**src/rtl/sdma_pkg.sv**
```systemverilog
package sdma_pkg;
    localparam int REG_AW   = 4;
    localparam int WORD_W   = 32;
    localparam int RUN_BIT  = 0;
    localparam int IEN_BIT  = 12;
    localparam int HALT_BIT = 0;
    localparam int IDLE_BIT = 1;
    localparam int DONE_BIT = 12;

    typedef enum logic [1:0] {
        SEL_CTRL = 2'd0,
        SEL_STAT = 2'd1,
        SEL_DEST = 2'd2,
        SEL_LEN  = 2'd3
    } reg_sel_e;
endpackage

```
**src/rtl/sdma_regs.sv**
```systemverilog
module sdma_regs
    import sdma_pkg::*;
#(
    parameter int ADDR_W = 32,
    parameter int LEN_W  = 16,
    localparam int CNT_W = LEN_W - 2
) (
    input  logic              clk,
    input  logic              rst_n,
    input  logic [REG_AW-1:0] awaddr,
    input  logic              awvalid,
    output logic              awready,
    input  logic [WORD_W-1:0] wdata,
    input  logic              wvalid,
    output logic              wready,
    output logic              bvalid,
    input  logic              bready,
    input  logic [REG_AW-1:0] araddr,
    input  logic              arvalid,
    output logic              arready,
    output logic [WORD_W-1:0] rdata,
    output logic              rvalid,
    input  logic              rready,
    input  logic              busy_i,
    input  logic              done_i,
    output logic              run_o,
    output logic              ien_o,
    output logic              flag_o,
    output logic [ADDR_W-1:0] dest_o,
    output logic              start_o,
    output logic [CNT_W-1:0]  words_o
);
    typedef struct packed {
        logic              run;
        logic              ien;
        logic              done;
        logic [ADDR_W-1:0] dest;
        logic [LEN_W-1:0]  len;
        logic              bvalid;
        logic              rvalid;
        logic [WORD_W-1:0] rdata;
    } regs_t;

    regs_t q, d;
    logic  wr_fire, rd_fire, start_d;
    logic  unused_bits;

    assign wr_fire     = awvalid && wvalid && !q.bvalid;
    assign rd_fire     = arvalid && !q.rvalid;
    assign unused_bits = ^{awaddr[1:0], araddr[1:0], wdata};

    always_comb begin
        d       = q;
        start_d = 1'b0;
        if (q.bvalid && bready) d.bvalid = 1'b0;
        if (q.rvalid && rready) d.rvalid = 1'b0;
        if (wr_fire) begin
            d.bvalid = 1'b1;
            case (reg_sel_e'(awaddr[3:2]))
                SEL_CTRL: begin
                    d.run = wdata[RUN_BIT];
                    d.ien = wdata[IEN_BIT];
                end
                SEL_STAT: if (wdata[DONE_BIT]) d.done = 1'b0;
                SEL_DEST: d.dest = {wdata[ADDR_W-1:2], 2'b00};
                SEL_LEN: begin
                    d.len   = wdata[LEN_W-1:0];
                    start_d = q.run && !busy_i && (wdata[LEN_W-1:2] != '0);
                end
                default: ;
            endcase
        end
        if (done_i) d.done = 1'b1;
        if (rd_fire) begin
            d.rvalid = 1'b1;
            case (reg_sel_e'(araddr[3:2]))
                SEL_CTRL: d.rdata = (WORD_W'(q.run) << RUN_BIT) | (WORD_W'(q.ien) << IEN_BIT);
                SEL_STAT: d.rdata = (WORD_W'(q.done) << DONE_BIT)
                                  | (WORD_W'(!busy_i) << IDLE_BIT)
                                  | (WORD_W'(!q.run) << HALT_BIT);
                SEL_DEST: d.rdata = WORD_W'(q.dest);
                default:  d.rdata = WORD_W'(q.len);
            endcase
        end
    end

    always_ff @(posedge clk) begin
        if (!rst_n) q <= '0;
        else        q <= d;
    end

    assign awready = wr_fire;
    assign wready  = wr_fire;
    assign bvalid  = q.bvalid;
    assign arready = !q.rvalid;
    assign rvalid  = q.rvalid;
    assign rdata   = q.rdata;
    assign run_o   = q.run;
    assign ien_o   = q.ien;
    assign flag_o  = q.done;
    assign dest_o  = q.dest;
    assign start_o = start_d;
    assign words_o = wdata[LEN_W-1:2];
endmodule

```
**src/rtl/sdma_engine.sv**
```systemverilog
module sdma_engine
    import sdma_pkg::*;
#(
    parameter int ADDR_W = 32,
    parameter int CNT_W  = 14
) (
    input  logic              clk,
    input  logic              rst_n,
    input  logic              run_i,
    input  logic              start_i,
    input  logic [ADDR_W-1:0] base_i,
    input  logic [CNT_W-1:0]  words_i,
    input  logic [WORD_W-1:0] tdata,
    input  logic              tvalid,
    input  logic              tlast,
    output logic              tready,
    output logic [ADDR_W-1:0] mem_addr,
    output logic [WORD_W-1:0] mem_data,
    output logic              mem_valid,
    input  logic              mem_ready,
    output logic              busy_o,
    output logic              done_o
);
    localparam logic [ADDR_W-1:0] STEP = ADDR_W'(WORD_W / 8);

    typedef struct packed {
        logic              active;
        logic [ADDR_W-1:0] addr;
        logic [CNT_W-1:0]  rem;
        logic              mvalid;
        logic [ADDR_W-1:0] maddr;
        logic [WORD_W-1:0] mdata;
        logic              mlast;
    } eng_t;

    eng_t q, d;
    logic accept, mem_fire, final_beat;

    assign tready     = q.active && run_i && (!q.mvalid || mem_ready);
    assign accept     = tready && tvalid;
    assign mem_fire   = q.mvalid && mem_ready;
    assign final_beat = (q.rem == CNT_W'(1)) || tlast;

    always_comb begin
        d = q;
        if (mem_fire) d.mvalid = 1'b0;
        if (accept) begin
            d.mvalid = 1'b1;
            d.maddr  = q.addr;
            d.mdata  = tdata;
            d.mlast  = final_beat;
            d.addr   = q.addr + STEP;
            d.rem    = q.rem - CNT_W'(1);
            if (final_beat) d.active = 1'b0;
        end
        if (start_i) begin
            d.active = 1'b1;
            d.addr   = base_i;
            d.rem    = words_i;
        end
    end

    always_ff @(posedge clk) begin
        if (!rst_n) q <= '0;
        else        q <= d;
    end

    assign mem_addr  = q.maddr;
    assign mem_data  = q.mdata;
    assign mem_valid = q.mvalid;
    assign busy_o    = q.active || q.mvalid;
    assign done_o    = mem_fire && q.mlast;
endmodule

```
**src/rtl/strm2mem_dma.sv**
```systemverilog
module strm2mem_dma
    import sdma_pkg::*;
#(
    parameter int ADDR_W = 32,
    parameter int LEN_W  = 16
) (
    input  logic              clk,
    input  logic              rst_n,
    input  logic [REG_AW-1:0] cfg_awaddr,
    input  logic              cfg_awvalid,
    output logic              cfg_awready,
    input  logic [WORD_W-1:0] cfg_wdata,
    input  logic              cfg_wvalid,
    output logic              cfg_wready,
    output logic [1:0]        cfg_bresp,
    output logic              cfg_bvalid,
    input  logic              cfg_bready,
    input  logic [REG_AW-1:0] cfg_araddr,
    input  logic              cfg_arvalid,
    output logic              cfg_arready,
    output logic [WORD_W-1:0] cfg_rdata,
    output logic [1:0]        cfg_rresp,
    output logic              cfg_rvalid,
    input  logic              cfg_rready,
    input  logic [WORD_W-1:0] st_tdata,
    input  logic              st_tvalid,
    output logic              st_tready,
    input  logic              st_tlast,
    output logic [ADDR_W-1:0] wr_addr,
    output logic [WORD_W-1:0] wr_data,
    output logic              wr_valid,
    input  logic              wr_ready,
    output logic              done_irq
);
    localparam int CNT_W = LEN_W - 2;

    logic              ctrl_run, ctrl_ien, done_flag, eng_busy, eng_done, start;
    logic [ADDR_W-1:0] dest;
    logic [CNT_W-1:0]  words;

    sdma_regs #(.ADDR_W(ADDR_W), .LEN_W(LEN_W)) regs_i (
        .clk(clk), .rst_n(rst_n),
        .awaddr(cfg_awaddr), .awvalid(cfg_awvalid), .awready(cfg_awready),
        .wdata(cfg_wdata), .wvalid(cfg_wvalid), .wready(cfg_wready),
        .bvalid(cfg_bvalid), .bready(cfg_bready),
        .araddr(cfg_araddr), .arvalid(cfg_arvalid), .arready(cfg_arready),
        .rdata(cfg_rdata), .rvalid(cfg_rvalid), .rready(cfg_rready),
        .busy_i(eng_busy), .done_i(eng_done),
        .run_o(ctrl_run), .ien_o(ctrl_ien), .flag_o(done_flag),
        .dest_o(dest), .start_o(start), .words_o(words)
    );

    sdma_engine #(.ADDR_W(ADDR_W), .CNT_W(CNT_W)) eng_i (
        .clk(clk), .rst_n(rst_n),
        .run_i(ctrl_run), .start_i(start), .base_i(dest), .words_i(words),
        .tdata(st_tdata), .tvalid(st_tvalid), .tlast(st_tlast), .tready(st_tready),
        .mem_addr(wr_addr), .mem_data(wr_data), .mem_valid(wr_valid), .mem_ready(wr_ready),
        .busy_o(eng_busy), .done_o(eng_done)
    );

    assign cfg_bresp = 2'b00;
    assign cfg_rresp = 2'b00;
    assign done_irq  = done_flag && ctrl_ien;
endmodule

```
**config.mk**
```make
export PLATFORM = sky130hd
export DESIGN_NAME = strm2mem_dma
export DESIGN_NICKNAME = d
export VERILOG_FILES = /design/src/rtl/sdma_pkg.sv /design/src/rtl/sdma_regs.sv /design/src/rtl/sdma_engine.sv /design/src/rtl/strm2mem_dma.sv
export SDC_FILE = /design/constraint.sdc
export NUM_CORES = 1
export LEC_CHECK = 0
export ABC_AREA = 0
export BUFFER_PORTS_ARGS = -buffer_cell sky130_fd_sc_hd__buf_2
export CORE_MARGIN = 2
export CORE_UTILIZATION = 59
export DETAILED_ROUTE_END_ITERATION = 10
export PLACE_DENSITY_LB_ADDON = 0.12
export SYNTH_ARGS = -nofsm -noshare
export SYNTH_HDL_FRONTEND = slang
export SYNTH_SLANG_ARGS = --single-unit
```
**constraint.sdc**
```tcl
create_clock -name clk -period 5.25 [get_ports clk]
set_input_delay 0.7875 -clock clk [delete_from_list [all_inputs] [get_ports clk]]
set_output_delay 0.7875 -clock clk [all_outputs]
set_load 0.01 [all_outputs]
```
==> results.cfg, run 1 <==
[route]
drt-met1-wl_um = 9658
wl_met2_um = 8666
route.vias.total = 7434
drc = 0
drtIter0Drc = 556
ant_nets = 0
drt-total-wl_um = 20330
viasPerCell = 5.666
drt-pass1-iter-count = 8
wl_per_cell_um = 15.49
highest_layer = met4
wl_met3_um = 1632

[timing]
slew-limit-headroom = 0.2365
fin_crit_sh = 0.5015
setup_tns_ns = 0
rsz0062_at_grt = false
fmax_mhz = 379.8
hold_violations = 0
setup_viol = 0
maxSlewViolCount = 0
fin_crit_ns = 2.633
skew_ns = 0.007286
worstMarginPinSlew_ns = 1.145

[yosys]
yosys_most_used_dff = dfxtp_1
synth_edf_count = 0
ys_seq_area_frac = 0.4452
netlist-cell-type-count = 63
synthArstFlopShare = 0
synth_top_area_cell = dfxtp_1
synth_warnings = 0
ys_seq_elements = 192
synth.cell_area_mm2 = 0.008635
synth_top_area_share = 0.4452
syn_avg_cell_area_um2 = 8.047
synth_area_leaders = dfxtp_1, nand2_1, buf_4
netlist_instances = 1073

[die]
start_util = 0.5986
die_w_um = 125.0
dieArea_mm2 = 0.01562
die_y_um = 125.0
fp.coreArea_mm2 = 0.01442
rows = 44
top_level_ports = 190

[power]
leakage_nw = 3.650
p_per_area_mw_per_mm2 = 305.4
vdd_drop_max_mv = 0.2216

[setup_path]
cp-startpoint = wr_ready
crit_arrival_ns = 2.97
path_cells = buf_2, nand2b_1, and3_2, a21oi_2, o21ai_0, a31oi_1
cp_max_fo = 50
r2r_slack_ns = 2.66
crit_slowest_cell = a21oi_2
critPathCaptureType = flop
r2r_start = eng_i.mem_valid$_SDFFE_PN0P_
cp.required_ns = 5.59
crit_type = primary input to flop
critPathMaxStageDelay_ns = 0.87
start_kind = primary input

[clock_network]
h-tree-depth = 4
postCtsHoldBufs = 0
cts_sinks = 192
clockBufferDepth = 2
post_cts_buffers = 0
cts.repair.resized = 0
clk_pin_slew_ns = 0.07
clock_latency_ns = 0.43
cts-root-buf = clkbuf_16
tritoncts = done
cts_made_buffers = 17

[placed_design]
placed_area_mm2 = 0.008826
port-buffer-count = 179
gp_congestion = 0.8322
post-dp-hpwl_um = 13460

[hold_path]
hold_path.class = flop to flop
hp-start = eng_i.mem_data[18]$_SDFFE_PN0P_

[cells_and_area]
layout_commonest_cell = nand2_1
drive_above_1_share = 0.2192
final_area_mm2 = 0.009413
layout.nets = 1199
layout_common_cells = nand2_1, dfxtp_1, buf_2, a21oi_1, nor2_1
syn_to_final_growth_pct = 9.013

[run_status]
status = finished clean

[global_routing]
antenna_found_initial = 1
grt_max_degree = 111
first_global_vias = 6476
grt_pass1_wl_um = 32840
grt-ovfl-total = 0
grt_util_all_layers = 0.2547

[flow_run]
cap_violations = 0
-- area by class of cell --
type	count	area [µm²]
clock buffer	23	478.0
fill	1327	5011
timing repair buffer	185	953.4
antenna	1	2.502
sequential	192	3844
multi-input combinational	709	3762
tap	184	230.2
inverter	9	36.28
clock inverter	9	106.4
-- report_power, final --
group | switching [mW] | internal (mW) | total, mW
sequential | 0.00851 | 1.47 | 1.47
combinational | 0.0786 | 0.0421 | 0.121
clock | 0.540 | 0.739 | 1.28
-- through the flow --
stage / power, mW / util / std cells / hold WS (ns) / worst slack [ns]
floorplan: 1.574 / - / 1078 / 0.4329 / 3.104
global placement: 1.627 / 0.6119 / 1279 / 0.4381 / 2.200
detailed placement: 1.628 / 0.6119 / 1279 / 0.4443 / 2.195
CTS: 2.892 / 0.6524 / 1311 / 0.4533 / 2.633
global route: 2.969 / 0.6526 / 1312 / 0.4681 / 2.388
finish: 2.875 / 0.6526 / 1312 / 0.4482 / 2.617
-- synth_stat cells, drive strengths merged, types with 2 or more instances --
library cell	n
xnor2	2
and4	3
o2bb2ai	2
ha	3
nand2	259
a31oi	24
nand3	27
a41oi	4
or4	4
nor4	7
clkbuf	52
nor3b	4
nand4	14
a2bb2oi	9
mux2i	4
dfxtp	192
mux2	13
nand2b	4
a21oi	137
nor3	7
or3b	2
nand3b	3
nor2	66
and3	9
a211oi	5
or3	10
inv	9
a22oi	35
and2	4
buf	116
o211ai	8
a221oi	3
a311oi	2
o21ai	16
-- per-layer routing --
layer  global-route usage  vias to the layer above
li1                     -                     3673
met1               0.3831                     3427
met2               0.3641                      304
met3              0.05220                       30
met4              0.08693                        0
met5                    0                        -
-- flip-flops by register name, indices dropped and copies added, names as in the netlist, 16 cells and up --
| name | cells |
|---|---|
| regs_i.dest_o | 30 |
| eng_i.q | 46 |
| regs_i.rdata | 32 |
| eng_i.mem_data | 32 |
| eng_i.mem_addr | 30 |
| regs_i.q | 16 |
-- kinds of logic (layout without fill, tap and decap cells) --
| family | Yosys count | after routing | synth area share |
|---|---|---|---|
| flops | 192 | 192 | 0.4452 |
| fa+ha+maj | 3 | 3 | 0.004348 |
| buf+inv | 177 | 226 | 0.1233 |
| other cells | 1 | 7 | 0.0004343 |
| compound gates | 254 | 254 | 0.1775 |
| xor+xnor | 2 | 2 | 0.002029 |
| simple gates | 426 | 426 | 0.2230 |
| mux | 18 | 18 | 0.02420 |
-- worst paths after layout --
path | end | cells past startpoint
hold reg to reg | eng_i.mem_data[18]$_SDFFE_PN0P_ | 2
setup / recovery | eng_i.q[84]$_SDFFE_PN0P_ | 6
setup reg to reg | eng_i.q[84]$_SDFFE_PN0P_ | 5
hold / removal | eng_i.mem_data[18]$_SDFFE_PN0P_ | 2
-- critical path: cells and delay by family --
kind | cells | cell delay (ns)
AOI/OAI and AO/OA | 3 | 1.29
and+or+nand+nor | 2 | 0.77
buffers and inverters | 1 | 0.11
No activity file was read; power rests on OpenSTA's default activity.
==> run 2: changes to the inputs <==
--- a/config.mk
+++ b/config.mk
@@ -5,10 +5,10 @@
 export SDC_FILE = /design/constraint.sdc
 export NUM_CORES = 1
 export LEC_CHECK = 0
-export ABC_AREA = 0
+export ABC_AREA = 1
 export BUFFER_PORTS_ARGS = -buffer_cell sky130_fd_sc_hd__buf_2
 export CORE_MARGIN = 2
-export CORE_UTILIZATION = 59
+export CORE_UTILIZATION = 55
 export DETAILED_ROUTE_END_ITERATION = 10
 export PLACE_DENSITY_LB_ADDON = 0.12
 export SYNTH_ARGS = -nofsm -noshare
==> constraint.sdc (replaced) <==
create_clock -name clk -period 2.8 [get_ports clk]
set_input_delay 0.42 -clock clk [delete_from_list [all_inputs] [get_ports clk]]
set_output_delay 0.42 -clock clk [all_outputs]
set_load 0.01 [all_outputs]
==> run 2 against run 1 <==
Compared with the run above: final cell count rose by 24%; clock power rose by 82%; register-to-register slack got worse by 1.8 ns; setup slack got worse by 1.8 ns; critical endpoint is now eng_i.q[93]$_SDFFE_PN0P_; highest routed layer unchanged.
==> results.cfg, run 2 <==
[route]
ant_nets = 0
drt-total-wl_um = 23460
viasPerCell = 5.107
wl_met2_um = 10490
drtIter0Drc = 511
drt-pass1-iter-count = 5
route.vias.total = 8330
wl_met3_um = 1375
wl_per_cell_um = 14.39
drc = 0
highest_layer = met4
drt-met1-wl_um = 11300

[timing]
maxSlewViolCount = 0
fin_crit_sh = 0.6937
rsz0062_at_grt = false
hold_ws_ns = 0.2051
skew_ns = 0.008102
fmax_mhz = 514.9
hold_violations = 0
slew-limit-headroom = 0.4950
fin_crit_ns = 1.942
worstMarginPinSlew_ns = 0.7576
setup_tns_ns = 0
setup_viol = 0

[yosys]
synth-simple-area-share = 0.2906
ys_seq_elements = 192
synth_most_common_cell = nand2_1
synthArstFlopShare = 0
synth_warnings = 0
synth_area_leaders = dfxtp_1, nand2_1, nor2_1
synth_xor_area_frac = 0.0009506
ys_seq_area_frac = 0.4172
synth_top_area_cell = dfxtp_1
syn_avg_cell_area_um2 = 6.866
yosys.area_share.adder = 0.004074
synth-compound-area-share = 0.1342
netlist_instances = 1342
netlist-cell-type-count = 32
synth_common_cells = nand2_1, nor2_1, dfxtp_1, buf_4
yosys_most_used_dff = dfxtp_1
synth.cell_area_mm2 = 0.009214
synth_top_area_share = 0.4172
synth_edf_count = 0
synth_top_family_by_area = simple AND/OR/NAND/NOR gates
synth_mux_area_frac = 0

[clock_network]
tritoncts = done
cts_sinks = 192
cts_made_buffers = 17
cts-root-buf = clkbuf_16
h-tree-depth = 4
clockBufferDepth = 2
clk_pin_slew_ns = 0.07
cts.repair.resized = 0
clock_latency_ns = 0.43
postCtsHoldBufs = 0
post_cts_buffers = 0

[setup_path]
r2r_start = eng_i.mem_valid$_SDFFE_PN0P_
start_kind = flop
crit_type = flop to flop
critPathCaptureType = flop
r2r_slack_ns = 0.86
cp.required_ns = 3.09
crit_slowest_cell = dfxtp_1
cp_max_fo = 25
path_cells = inv_1, nor2_1, nor2_1, nand2_2, clkinv_2, buf_4, nand3_1, o21ai_1, nor2_1, nor2_1
cp_common_cell = nor2_1
crit_arrival_ns = 2.24
r2r_end = eng_i.q[93]$_SDFFE_PN0P_
critPathMaxStageDelay_ns = 0.46
rr_worst_depth = 10

[die]
die_y_um = 133.4
start_util = 0.5596
die_w_um = 133.4
fp.coreArea_mm2 = 0.01647
rows = 47
dieArea_mm2 = 0.01780
top_level_ports = 190

[power]
p_per_area_mw_per_mm2 = 532.2
leakage_nw = 4.467
vdd_drop_max_mv = 0.4289
power_mw = 5.357

[cells_and_area]
syn_to_final_growth_pct = 9.248
layout.nets = 1484
layout_common_cells = nand2_1, nor2_1, dfxtp_1, buf_2
seqCellArea_mm2 = 0.003844
largest_reg_flops = 46
nFillCells = 1610
antenna_cells = 0
drive_above_1_share = 0.1722
regMostFlops = eng_i.q
layout_commonest_cell = nand2_1
multiInputGateArea_mm2 = 0.003985

[flow_run]
cap_violations = 0

[placed_design]
port-buffer-count = 179
gp_congestion = 0.9276
post-dp-hpwl_um = 16610

[global_routing]
first_global_vias = 7237
antenna_found_initial = 1
grt-ovfl-total = 0
grt_pass1_wl_um = 37230
grt_util_all_layers = 0.2609
grt_max_degree = 87

[hold_path]
hold_path.class = primary input to flop
hold_depth = 3
hp-start = cfg_wdata[18]
holdPathEnd = regs_i.dest_o[18]$_SDFFE_PN0P_

[run_status]
status = finished clean
## run 2: worst max-delay path by stage
| stage | to | from | slack, ns |
|---|---|---|---|
| after floorplan | eng_i.q[67]$_SDFFE_PN0P_ | cfg_awvalid | 1.15 |
| after global placement | eng_i.q[96]$_SDFFE_PN0P_ | cfg_awvalid | 0.71 |
| after detailed placement | eng_i.q[77]$_SDFFE_PN0P_ | cfg_awvalid | 0.70 |
| after CTS | eng_i.q[91]$_SDFFE_PN0P_ | eng_i.mem_valid$_SDFFE_PN0P_ | 0.84 |
| after global routing | eng_i.q[87]$_SDFFE_PN0P_ | eng_i.mem_valid$_SDFFE_PN0P_ | 0.63 |
| final | eng_i.q[93]$_SDFFE_PN0P_ | eng_i.mem_valid$_SDFFE_PN0P_ | 0.86 |
## run 2: metrics by stage
step           cell area [µm²]  worst slack (ns)  instances    util
5_1_grt                  10070            0.6301       1631  0.6113
3_5_place_dp              9508            0.6989       1600  0.5774
4_1_cts                  10070            0.8432       1631  0.6113
2_1_floorplan             9233             1.150       1347       -
3_3_place_gp              9508            0.7082       1600  0.5774
6_report                 10070            0.8577       1631  0.6113
## run 2: kinds of logic (layout without fill, tap and decap cells)
logic type | Yosys count | in the layout
AND/OR/NAND/NOR | 657 | 657
AO/OA/AOI/OAI | 231 | 231
XOR/XNOR | 1 | 1
buffers and inverters | 257 | 321
other | 1 | 6
adder cells (fa/ha/maj) | 3 | 3
flip-flops | 192 | 192
## run 2: worst max-delay path: cells and delay by family (launching register included)
family | cells | cell delay, ns
and+or+nand+nor | 6 | 0.49
AOI/OAI and AO/OA | 1 | 0.07
buffers and inverters | 3 | 0.77
DFF | 1 | 0.46
## run 2: final cells by class
type | instances | share of cell area
multi-input cells | 898 | 0.3959
flip-flops and latches | 192 | 0.3819
repair buffers | 196 | 0.1042
clock buffers | 18 | 0.04363
inverters | 94 | 0.03530
well taps | 220 | 0.02735
clock inverters | 13 | 0.01181
## run 2: per-layer routing
layer,vias to the layer above,global-route usage
li1,4297,-
met1,3786,0.3765
met2,226,0.3998
met3,21,0.05099
met4,0,0.07210
met5,-,0
## run 2: power breakdown
group          switching [mW]  total (mW)  internal, mW
combinational           0.163       0.247        0.0841
sequential             0.0212        2.78          2.76
clock                    1.14        2.33          1.19
